--- src/rtl/evb_pkg.sv ---
package evb_pkg;
   localparam int OUT_W     = 16;
   localparam int BYTE_W    = 8;
   localparam int IN_W      = BYTE_W + 1;
   localparam int CHIP_W    = 4;
   localparam int STRIP_W   = 7;
   localparam int HDR_WORDS = 4;
   localparam int HIDX_W    = $clog2(HDR_WORDS);

   typedef enum logic [1:0] {SC_IDLE, SC_SCAN, SC_HDR} scan_st_e;
   typedef enum logic [1:0] {WK_CHIP, WK_HIT, WK_EOS} word_kind_e;
endpackage

--- src/rtl/evb_scan.sv ---
module evb_scan
   import evb_pkg::*;
#(
   parameter int NUM_STREAMS = 12,
   parameter int SADD_W      = 4
) (
   input  logic              clk,
   input  logic              rst_n,
   input  logic              rd_en,
   input  logic              sample_all,
   input  logic              page_free,
   input  logic              stream_en,
   input  logic              data_valid,
   input  logic              eos,
   output logic [SADD_W-1:0] sadd,
   output logic              rd_req,
   output logic              accept,
   output logic              evt_start,
   output logic              scan_end,
   output logic              deliver,
   output logic              hdr_active,
   output logic [HIDX_W-1:0] hdr_idx
);
   localparam logic [SADD_W-1:0] LAST     = SADD_W'(NUM_STREAMS - 1);
   localparam logic [HIDX_W-1:0] HDR_LAST = HIDX_W'(HDR_WORDS - 1);

   scan_st_e          st_q;
   logic [SADD_W-1:0] sadd_q, sadd_inc;
   logic [HIDX_W-1:0] hidx_q;
   logic              dlv_q;
   logic              go, adv, at_last;

   assign at_last = (sadd_q == LAST);
   assign go      = (st_q == SC_IDLE) && rd_en && (!sample_all || page_free);
   assign rd_req  = (st_q == SC_SCAN) && stream_en;
   assign accept  = rd_req && data_valid;
   assign adv     = (st_q == SC_SCAN) && (!stream_en || (data_valid && eos));

   generate
      if (NUM_STREAMS == (1 << SADD_W)) begin : g_natural_wrap
         assign sadd_inc = sadd_q + 1'b1;
      end else begin : g_compare_wrap
         assign sadd_inc = at_last ? '0 : sadd_q + 1'b1;
      end
   endgenerate

   always_ff @(posedge clk) begin
      if (!rst_n) begin
         st_q   <= SC_IDLE;
         sadd_q <= '0;
         hidx_q <= '0;
         dlv_q  <= 1'b0;
      end else begin
         case (st_q)
            SC_IDLE: if (go) begin
               st_q   <= SC_SCAN;
               sadd_q <= '0;
               dlv_q  <= page_free;
            end
            SC_SCAN: if (adv) begin
               sadd_q <= sadd_inc;
               if (at_last) begin
                  st_q   <= SC_HDR;
                  hidx_q <= '0;
               end
            end
            default: begin
               hidx_q <= hidx_q + 1'b1;
               if (hidx_q == HDR_LAST) st_q <= SC_IDLE;
            end
         endcase
      end
   end

   assign sadd       = sadd_q;
   assign evt_start  = go;
   assign scan_end   = adv && at_last;
   assign deliver    = dlv_q;
   assign hdr_active = (st_q == SC_HDR);
   assign hdr_idx    = hidx_q;

   a_r1_idle_hold: assert property (@(posedge clk) disable iff (!rst_n)
      (st_q == SC_IDLE && !rd_en) |=> (st_q == SC_IDLE));
   a_r2_skip_step: assert property (@(posedge clk) disable iff (!rst_n)
      (st_q == SC_SCAN && !stream_en && !at_last) |=> (sadd_q == $past(sadd_q) + 1'b1));
   a_r4_stall: assert property (@(posedge clk) disable iff (!rst_n)
      (rd_req && !data_valid) |=> (sadd_q == $past(sadd_q)));
   a_r8_page_hold: assert property (@(posedge clk) disable iff (!rst_n)
      (st_q == SC_IDLE && sample_all && !page_free) |=> !rd_req);
   a_r2_addr_range: assert property (@(posedge clk) disable iff (!rst_n)
      sadd_q <= LAST);
endmodule

--- src/rtl/evb_format.sv ---
module evb_format
   import evb_pkg::*;
#(
   parameter int SADD_W = 4,
   parameter int WC_W   = 14,
   parameter int EVT_W  = 32,
   parameter int ERR_W  = 16
) (
   input  logic                               clk,
   input  logic                               rst_n,
   input  logic                               evt_start,
   input  logic                               raw_mode,
   input  logic                               deliver,
   input  logic                               accept,
   input  logic [SADD_W-1:0]                  sadd,
   input  logic [IN_W-1:0]                    din,
   input  logic                               hdr_active,
   input  logic [HIDX_W-1:0]                  hdr_idx,
   input  logic [EVT_W-1:0]                   evt_count,
   input  logic [ERR_W-1:0]                   err_count,
   output logic                               out_we,
   output logic [WC_W-1:0]                    out_addr,
   output logic [OUT_W-1:0]                   out_data,
   output logic                               evt_done,
   output logic                               hist_req,
   output logic [SADD_W+CHIP_W+STRIP_W-1:0]   hist_addr,
   output logic                               err_flag
);
   localparam logic [HIDX_W-1:0] HDR_LAST = HIDX_W'(HDR_WORDS - 1);

   logic              raw_q, err_q;
   logic [CHIP_W-1:0] chip_q;
   logic [WC_W-1:0]   wc_q;
   word_kind_e        kind;
   logic [OUT_W-1:0]  w_raw, w_hit, w_eos, w_body, hdr_word;
   logic              emit;

   always_comb begin
      if (din[IN_W-1])        kind = WK_EOS;
      else if (din[BYTE_W-1]) kind = WK_CHIP;
      else                    kind = WK_HIT;
   end

   always_comb begin
      w_raw = OUT_W'({sadd, din});
      w_hit = {1'b0, sadd, chip_q, din[STRIP_W-1:0]};
      w_eos = '0;
      w_eos[OUT_W-1] = 1'b1;
      w_eos[BYTE_W +: SADD_W] = sadd;
      if (raw_q)               w_body = w_raw;
      else if (kind == WK_HIT) w_body = w_hit;
      else                     w_body = w_eos;
   end

   always_comb begin
      hdr_word = '0;
      case (hdr_idx)
         2'd0: begin
            hdr_word[OUT_W-2]    = err_q;
            hdr_word[WC_W-1:0]   = wc_q;
         end
         2'd1:    hdr_word = OUT_W'(err_count);
         2'd2:    hdr_word = evt_count[OUT_W-1:0];
         default: hdr_word = OUT_W'(evt_count >> OUT_W);
      endcase
   end

   assign emit = raw_q || (kind != WK_CHIP);

   always_ff @(posedge clk) begin
      if (!rst_n) begin
         raw_q     <= 1'b0;
         err_q     <= 1'b0;
         chip_q    <= '0;
         wc_q      <= '0;
         out_we    <= 1'b0;
         out_addr  <= '0;
         out_data  <= '0;
         evt_done  <= 1'b0;
         hist_req  <= 1'b0;
         hist_addr <= '0;
      end else begin
         out_we   <= 1'b0;
         hist_req <= 1'b0;
         evt_done <= 1'b0;
         if (evt_start) begin
            raw_q  <= raw_mode;
            err_q  <= 1'b0;
            chip_q <= '0;
            wc_q   <= WC_W'(HDR_WORDS);
         end else if (hdr_active) begin
            out_we   <= deliver;
            out_addr <= WC_W'(hdr_idx);
            out_data <= hdr_word;
            evt_done <= deliver && (hdr_idx == HDR_LAST);
         end else if (accept) begin
            if (emit) begin
               out_we   <= deliver;
               out_addr <= wc_q;
               out_data <= w_body;
               wc_q     <= wc_q + 1'b1;
            end
            if (!raw_q) begin
               case (kind)
                  WK_CHIP: begin
                     chip_q <= din[CHIP_W-1:0];
                     if (|din[BYTE_W-2:CHIP_W]) err_q <= 1'b1;
                  end
                  WK_HIT: begin
                     hist_req  <= 1'b1;
                     hist_addr <= {sadd, chip_q, din[STRIP_W-1:0]};
                  end
                  default: chip_q <= '0;
               endcase
            end
         end
      end
   end

   assign err_flag = err_q;

   a_r7_done_with_last: assert property (@(posedge clk) disable iff (!rst_n)
      evt_done |-> (out_we && out_addr == WC_W'(HDR_WORDS - 1)));
   a_r6_hist_decoded: assert property (@(posedge clk) disable iff (!rst_n)
      hist_req |-> !raw_q);
   a_r9_no_write_dropped: assert property (@(posedge clk) disable iff (!rst_n)
      (accept && !deliver) |=> !out_we);
endmodule

--- src/rtl/evb_count.sv ---
module evb_count #(
   parameter int EVT_W = 32,
   parameter int ERR_W = 16
) (
   input  logic             clk,
   input  logic             rst_n,
   input  logic             scan_end,
   input  logic             err_flag,
   output logic [EVT_W-1:0] evt_count,
   output logic [ERR_W-1:0] err_count
);
   always_ff @(posedge clk) begin
      if (!rst_n) begin
         evt_count <= '0;
         err_count <= '0;
      end else if (scan_end) begin
         evt_count <= evt_count + 1'b1;
         if (err_flag) err_count <= err_count + 1'b1;
      end
   end

   a_r10_evt_step: assert property (@(posedge clk) disable iff (!rst_n)
      (evt_count != $past(evt_count)) |-> (evt_count == $past(evt_count) + 1'b1));
   a_r11_err_cause: assert property (@(posedge clk) disable iff (!rst_n)
      (err_count != $past(err_count)) |-> $past(scan_end && err_flag));
endmodule

--- src/rtl/evt_assembler.sv ---
module evt_assembler
   import evb_pkg::*;
#(
   parameter int NUM_STREAMS = 12,
   parameter int SADD_W      = 4,
   parameter int WC_W        = 14,
   parameter int EVT_W       = 32,
   parameter int ERR_W       = 16
) (
   input  logic                             clk,
   input  logic                             rst_n,
   input  logic                             rd_en,
   input  logic                             sample_all,
   input  logic                             raw_mode,
   input  logic                             page_free,
   output logic [SADD_W-1:0]                sadd,
   input  logic                             stream_en,
   input  logic                             data_valid,
   output logic                             rd_req,
   input  logic [IN_W-1:0]                  din,
   output logic                             out_we,
   output logic [WC_W-1:0]                  out_addr,
   output logic [OUT_W-1:0]                 out_data,
   output logic                             evt_done,
   output logic                             hist_req,
   output logic [SADD_W+CHIP_W+STRIP_W-1:0] hist_addr,
   output logic [EVT_W-1:0]                 evt_count,
   output logic [ERR_W-1:0]                 err_count
);
   generate
      if (NUM_STREAMS < 1 || NUM_STREAMS > (1 << SADD_W)) begin : g_bad_streams
         $error("NUM_STREAMS does not fit the stream address");
      end
      if (1 + SADD_W + CHIP_W + STRIP_W != OUT_W) begin : g_bad_format
         $error("decoded word layout does not fill the output word");
      end
      if (WC_W < 3 || WC_W > OUT_W - 2) begin : g_bad_wc
         $error("word count width out of range");
      end
      if (EVT_W <= OUT_W || EVT_W > 2 * OUT_W) begin : g_bad_evt
         $error("event counter must span two header words");
      end
      if (ERR_W < 1 || ERR_W > OUT_W) begin : g_bad_err
         $error("error counter must fit one header word");
      end
   endgenerate

   logic              accept, evt_start, scan_end, deliver, hdr_active, err_flag;
   logic [HIDX_W-1:0] hdr_idx;

   evb_scan #(.NUM_STREAMS(NUM_STREAMS), .SADD_W(SADD_W)) u_scan (
      .clk(clk), .rst_n(rst_n), .rd_en(rd_en), .sample_all(sample_all),
      .page_free(page_free), .stream_en(stream_en), .data_valid(data_valid),
      .eos(din[IN_W-1]), .sadd(sadd), .rd_req(rd_req), .accept(accept),
      .evt_start(evt_start), .scan_end(scan_end), .deliver(deliver),
      .hdr_active(hdr_active), .hdr_idx(hdr_idx)
   );

   evb_format #(.SADD_W(SADD_W), .WC_W(WC_W), .EVT_W(EVT_W), .ERR_W(ERR_W)) u_fmt (
      .clk(clk), .rst_n(rst_n), .evt_start(evt_start), .raw_mode(raw_mode),
      .deliver(deliver), .accept(accept), .sadd(sadd), .din(din),
      .hdr_active(hdr_active), .hdr_idx(hdr_idx), .evt_count(evt_count),
      .err_count(err_count), .out_we(out_we), .out_addr(out_addr),
      .out_data(out_data), .evt_done(evt_done), .hist_req(hist_req),
      .hist_addr(hist_addr), .err_flag(err_flag)
   );

   evb_count #(.EVT_W(EVT_W), .ERR_W(ERR_W)) u_cnt (
      .clk(clk), .rst_n(rst_n), .scan_end(scan_end), .err_flag(err_flag),
      .evt_count(evt_count), .err_count(err_count)
   );
endmodule

--- config.mk ---
export PLATFORM = sky130hd
export DESIGN_NAME = evt_assembler
export DESIGN_NICKNAME = d
export VERILOG_FILES = /design/src/rtl/evb_pkg.sv /design/src/rtl/evb_scan.sv /design/src/rtl/evb_format.sv /design/src/rtl/evb_count.sv /design/src/rtl/evt_assembler.sv
export SDC_FILE = /design/constraint.sdc
export NUM_CORES = 1
export LEC_CHECK = 0
export CAP_MARGIN = 20
export CORE_UTILIZATION = 49
export CTS_BUF_LIST = sky130_fd_sc_hd__clkbuf_16
export DETAILED_ROUTE_END_ITERATION = 10
export DONT_BUFFER_PORTS = 1
export RECOVER_POWER = 100
export SLEW_MARGIN = 5
export SYNTH_ARGS = -nofsm -noshare
export SYNTH_HDL_FRONTEND = slang
export SYNTH_HIERARCHICAL = 1
export SYNTH_SLANG_ARGS = --single-unit
export TNS_END_PERCENT = 5
--- constraint.sdc ---
create_clock -name clk -period 3.2 [get_ports clk]
set_clock_uncertainty 0.05 [all_clocks]
set_input_delay 0.32 -clock clk [delete_from_list [all_inputs] [get_ports clk]]
set_output_delay 0.32 -clock clk [all_outputs]
set_load 0.005 [all_outputs]
==> impl_metrics.tcl <==
set metrics [dict create \
    status "complete, no violations" \
    cp_max_fo 19 \
    avgRoutedWirePerCell_um 21.2 \
    cts_root_buf "clkbuf_16" \
    ys_types 70 \
    drt_wl_total_um 17700 \
    worst-setup-path-type "flip-flop to flip-flop" \
    overflow 0 \
    avgSynthCellArea_um2 8.86 \
    critPathSlowestCell "a211oi_1" \
    async_flop_share_pct 0 \
    rows 40 \
    min_from "raw_mode" \
    start_util_pct 50.1 \
    dp_hpwl_um 12500 \
    gr-usage-all-layers_pct 28.8 \
    layout.nets 699 \
    holdWs_ns 0.0101 \
    postCtsHoldBufs 7 \
    yosysWarnings 6 \
    min_path_type "input pin to flip-flop" \
    drv_cap 0 \
    worstSetupStartpoint "u_scan/st_q[1]$_SDFFE_PN0P_" \
    die_w_um 113 \
    synth_edf_count 0 \
    drive_gt1_share_pct 8.56 \
    rrSetupSlack_ns 0.39 \
    fin_crit_ns 2.81 \
    fp.dieArea_um2 12700 \
    fill_cells 1106 \
    vias 5272 \
    instances_no_fill 836 \
    critPathTopFamily "compound AO/OA/AOI/OAI gates" \
    synth.area.top_cells "dfxtp_1, a21oi_1, mux4_2, nor2_1, nand3_1" \
    p_per_area_nw_per_um2 528 \
    synth-seq-area-share_pct 41.8 \
    via_per_inst 6.31 \
    n_antenna_cell 0 \
    path_buf_inv 2 \
    end_kind "flip-flop" \
    arrival_ns 3.10 \
    cp-start-kind "flip-flop" \
    fin_crit_sh_pct 87.8 \
    ant_nets 0 \
    setup_violations 0 \
    grt_pass1_wl_um 27800 \
    cts_setup_buffers 0 \
    finalMaxSlewViolations 0 \
    ctsResizeCount 0 \
    power.leakage_nw 2.19 \
    syn_area_um2 5990 \
    place_congestion 0.877 \
    syn_inst 676 \
    io_pins 118 \
    h-tree-depth 4 \
    syn_nets 698 \
    multi_input_area_um2 3210 \
    cpPeakStageDelay_ns 0.77 \
    hold_violations 0 \
    first_iter_violations 559 \
    cp_cell_sequence "clkbuf_1 > and2b_1 > nor2_1 > a211oi_1 > clkbuf_2 > o21ai_0 > a31oi_1" \
    seq_area_um2 2500 \
    ys_seq_elements 125 \
    antenna_found_initial 0 \
    synth_top_area_cell "dfxtp_1" \
    ir_worst_vdd_v 0.000323 \
    placed_cells 798 \
    finalSetupTns_ns 0 \
    slew_headroom_pct 41.5 \
    yosys.area.top_type_share_pct 41.8 \
    grt_pass1_vias 4916 \
    synth_flop_cell "dfxtp_1" \
    dr.pass1.iters 5 \
    cts_max_path_buffers 2 \
    clk_latency_ns 0.41 \
    path_clk_slew_ns 0.05 \
    die_h_um 113 \
    rsz0062_at_grt "no" \
    drcViolationCount 0 \
    area_growth_pct 10.8 \
    rr_startpoint "u_scan/st_q[1]$_SDFFE_PN0P_" \
    numCtsBuffers 17 \
    cts_tree "yes" \
    total_power_mw 3.51 \
    fmax_mhz 356 \
    grt_start_max_net_pins 44 \
    fp.coreArea_um2 12000 \
    cp.required_ns 3.49 \
    portBuffers 0 \
    worst_pin_slew_ns 0.872 \
    clkSinkCount 125 \
]
[state kept, by name, indices dropped and copies added, names as in the netlist]
name / cells
u_cnt/err_count: 16
u_cnt/evt_count: 32
u_fmt/chip_q: 4
u_fmt/err_flag: 1
u_fmt/evt_done: 1
u_fmt/hist_addr: 15
u_fmt/hist_req: 1
u_fmt/out_addr: 14
u_fmt/out_data: 16
u_fmt/out_we: 1
u_fmt/raw_q: 1
u_fmt/wc_q: 14
u_scan/deliver: 1
u_scan/hdr_idx: 2
u_scan/sadd: 4
u_scan/st_q: 2
[worst register-to-register path, cell delays in order, from the launching register on]
cell,delay (ns)
dfxtp_1,0.32
clkbuf_1,0.27
and2b_1,0.47
nor2_1,0.12
a211oi_1,0.77
clkbuf_2,0.43
o21ai_0,0.12
a31oi_1,0.18
[per-stage QoR]
stage | utilization (%) | worst slack [ns] | area, µm²
6_report | 55.5 | 0.391 | 6640
5_1_grt | 55.5 | 0.166 | 6640
4_1_cts | 56.2 | 0.438 | 6720
3_5_place_dp | 51.1 | 0.465 | 6110
3_3_place_gp | 51.1 | 0.524 | 6110
2_1_floorplan | - | 0.642 | 5990
[where the power goes]
group	internal, mW	leakage [nW]	switching, mW
logic	0.0510	0.909	0.101
clock network	1.11	0.276	0.658
registers	1.57	1.01	0.0134
[kinds of logic (layout without fill, tap and decap cells)]
kind of cell	after synthesis	after routing	share of synthesized area [%]
adder cells (fa/ha/maj)	5	5	1.04
XOR/XNOR	31	31	4.53
flip-flops	125	125	41.8
AO/OA/AOI/OAI	152	152	16.0
multiplexers	26	26	7.08
AND/OR/NAND/NOR	283	283	25.7
buffers and inverters	54	67	3.88
[routing by layer]
layer  global-route usage [%]  part of all wire [%]  routed length (µm)  vias up
met5                        0                     0                   0        -
met4                     13.9                   3.4                 610        0
met3                     8.75                   8.3                1470       44
met2                     42.9                    45                7980      230
met1                     38.0                    43                7640     2512
li1                         -                     -                   -     2486
[final timing paths]
| kind | cells past startpoint | end |
|---|---|---|
| min reg2reg | 2 | u_fmt/hist_addr[3]$_SDFFE_PN0P_ |
| min | 2 | u_fmt/raw_q$_SDFFE_PN0P_ |
| max reg2reg | 7 | u_fmt/out_data[9]$_SDFFE_PN0P_ |
| max | 7 | u_fmt/out_data[9]$_SDFFE_PN0P_ |
[synthesized netlist by cell type, drive strengths merged (12+ instances only)]
library cell	count
dfxtp	125
nor2	70
a21oi	62
nand2	55
nand3	43
o21ai	31
clkbuf	27
nand4	20
xnor2	18
a22oi	17
or3	17
nor3	14
buf	13
mux4	13
xor2	13
inv	12
mux2i	12
[cells in the final DEF, fill, tap and decap left out, types with 15 or more instances in the layout]
cell	n
nand4_1	18
nand2_1	55
nand3_1	43
clkbuf_16	17
nor2_1	70
or3_1	15
a21oi_1	62
xnor2_1	18
a22oi_1	17
o21ai_0	31
dfxtp_1	125
[final cells by class]
class                   count  area share [%]
inverters                  14           0.791
multi-input cells         497            48.3
clock buffers              17            6.41
clock inverters            14            1.68
flip-flops and latches    125            37.7
well taps                 147            2.77
repair buffers             22            2.37
No activity file was read; power rests on OpenSTA's default activity.
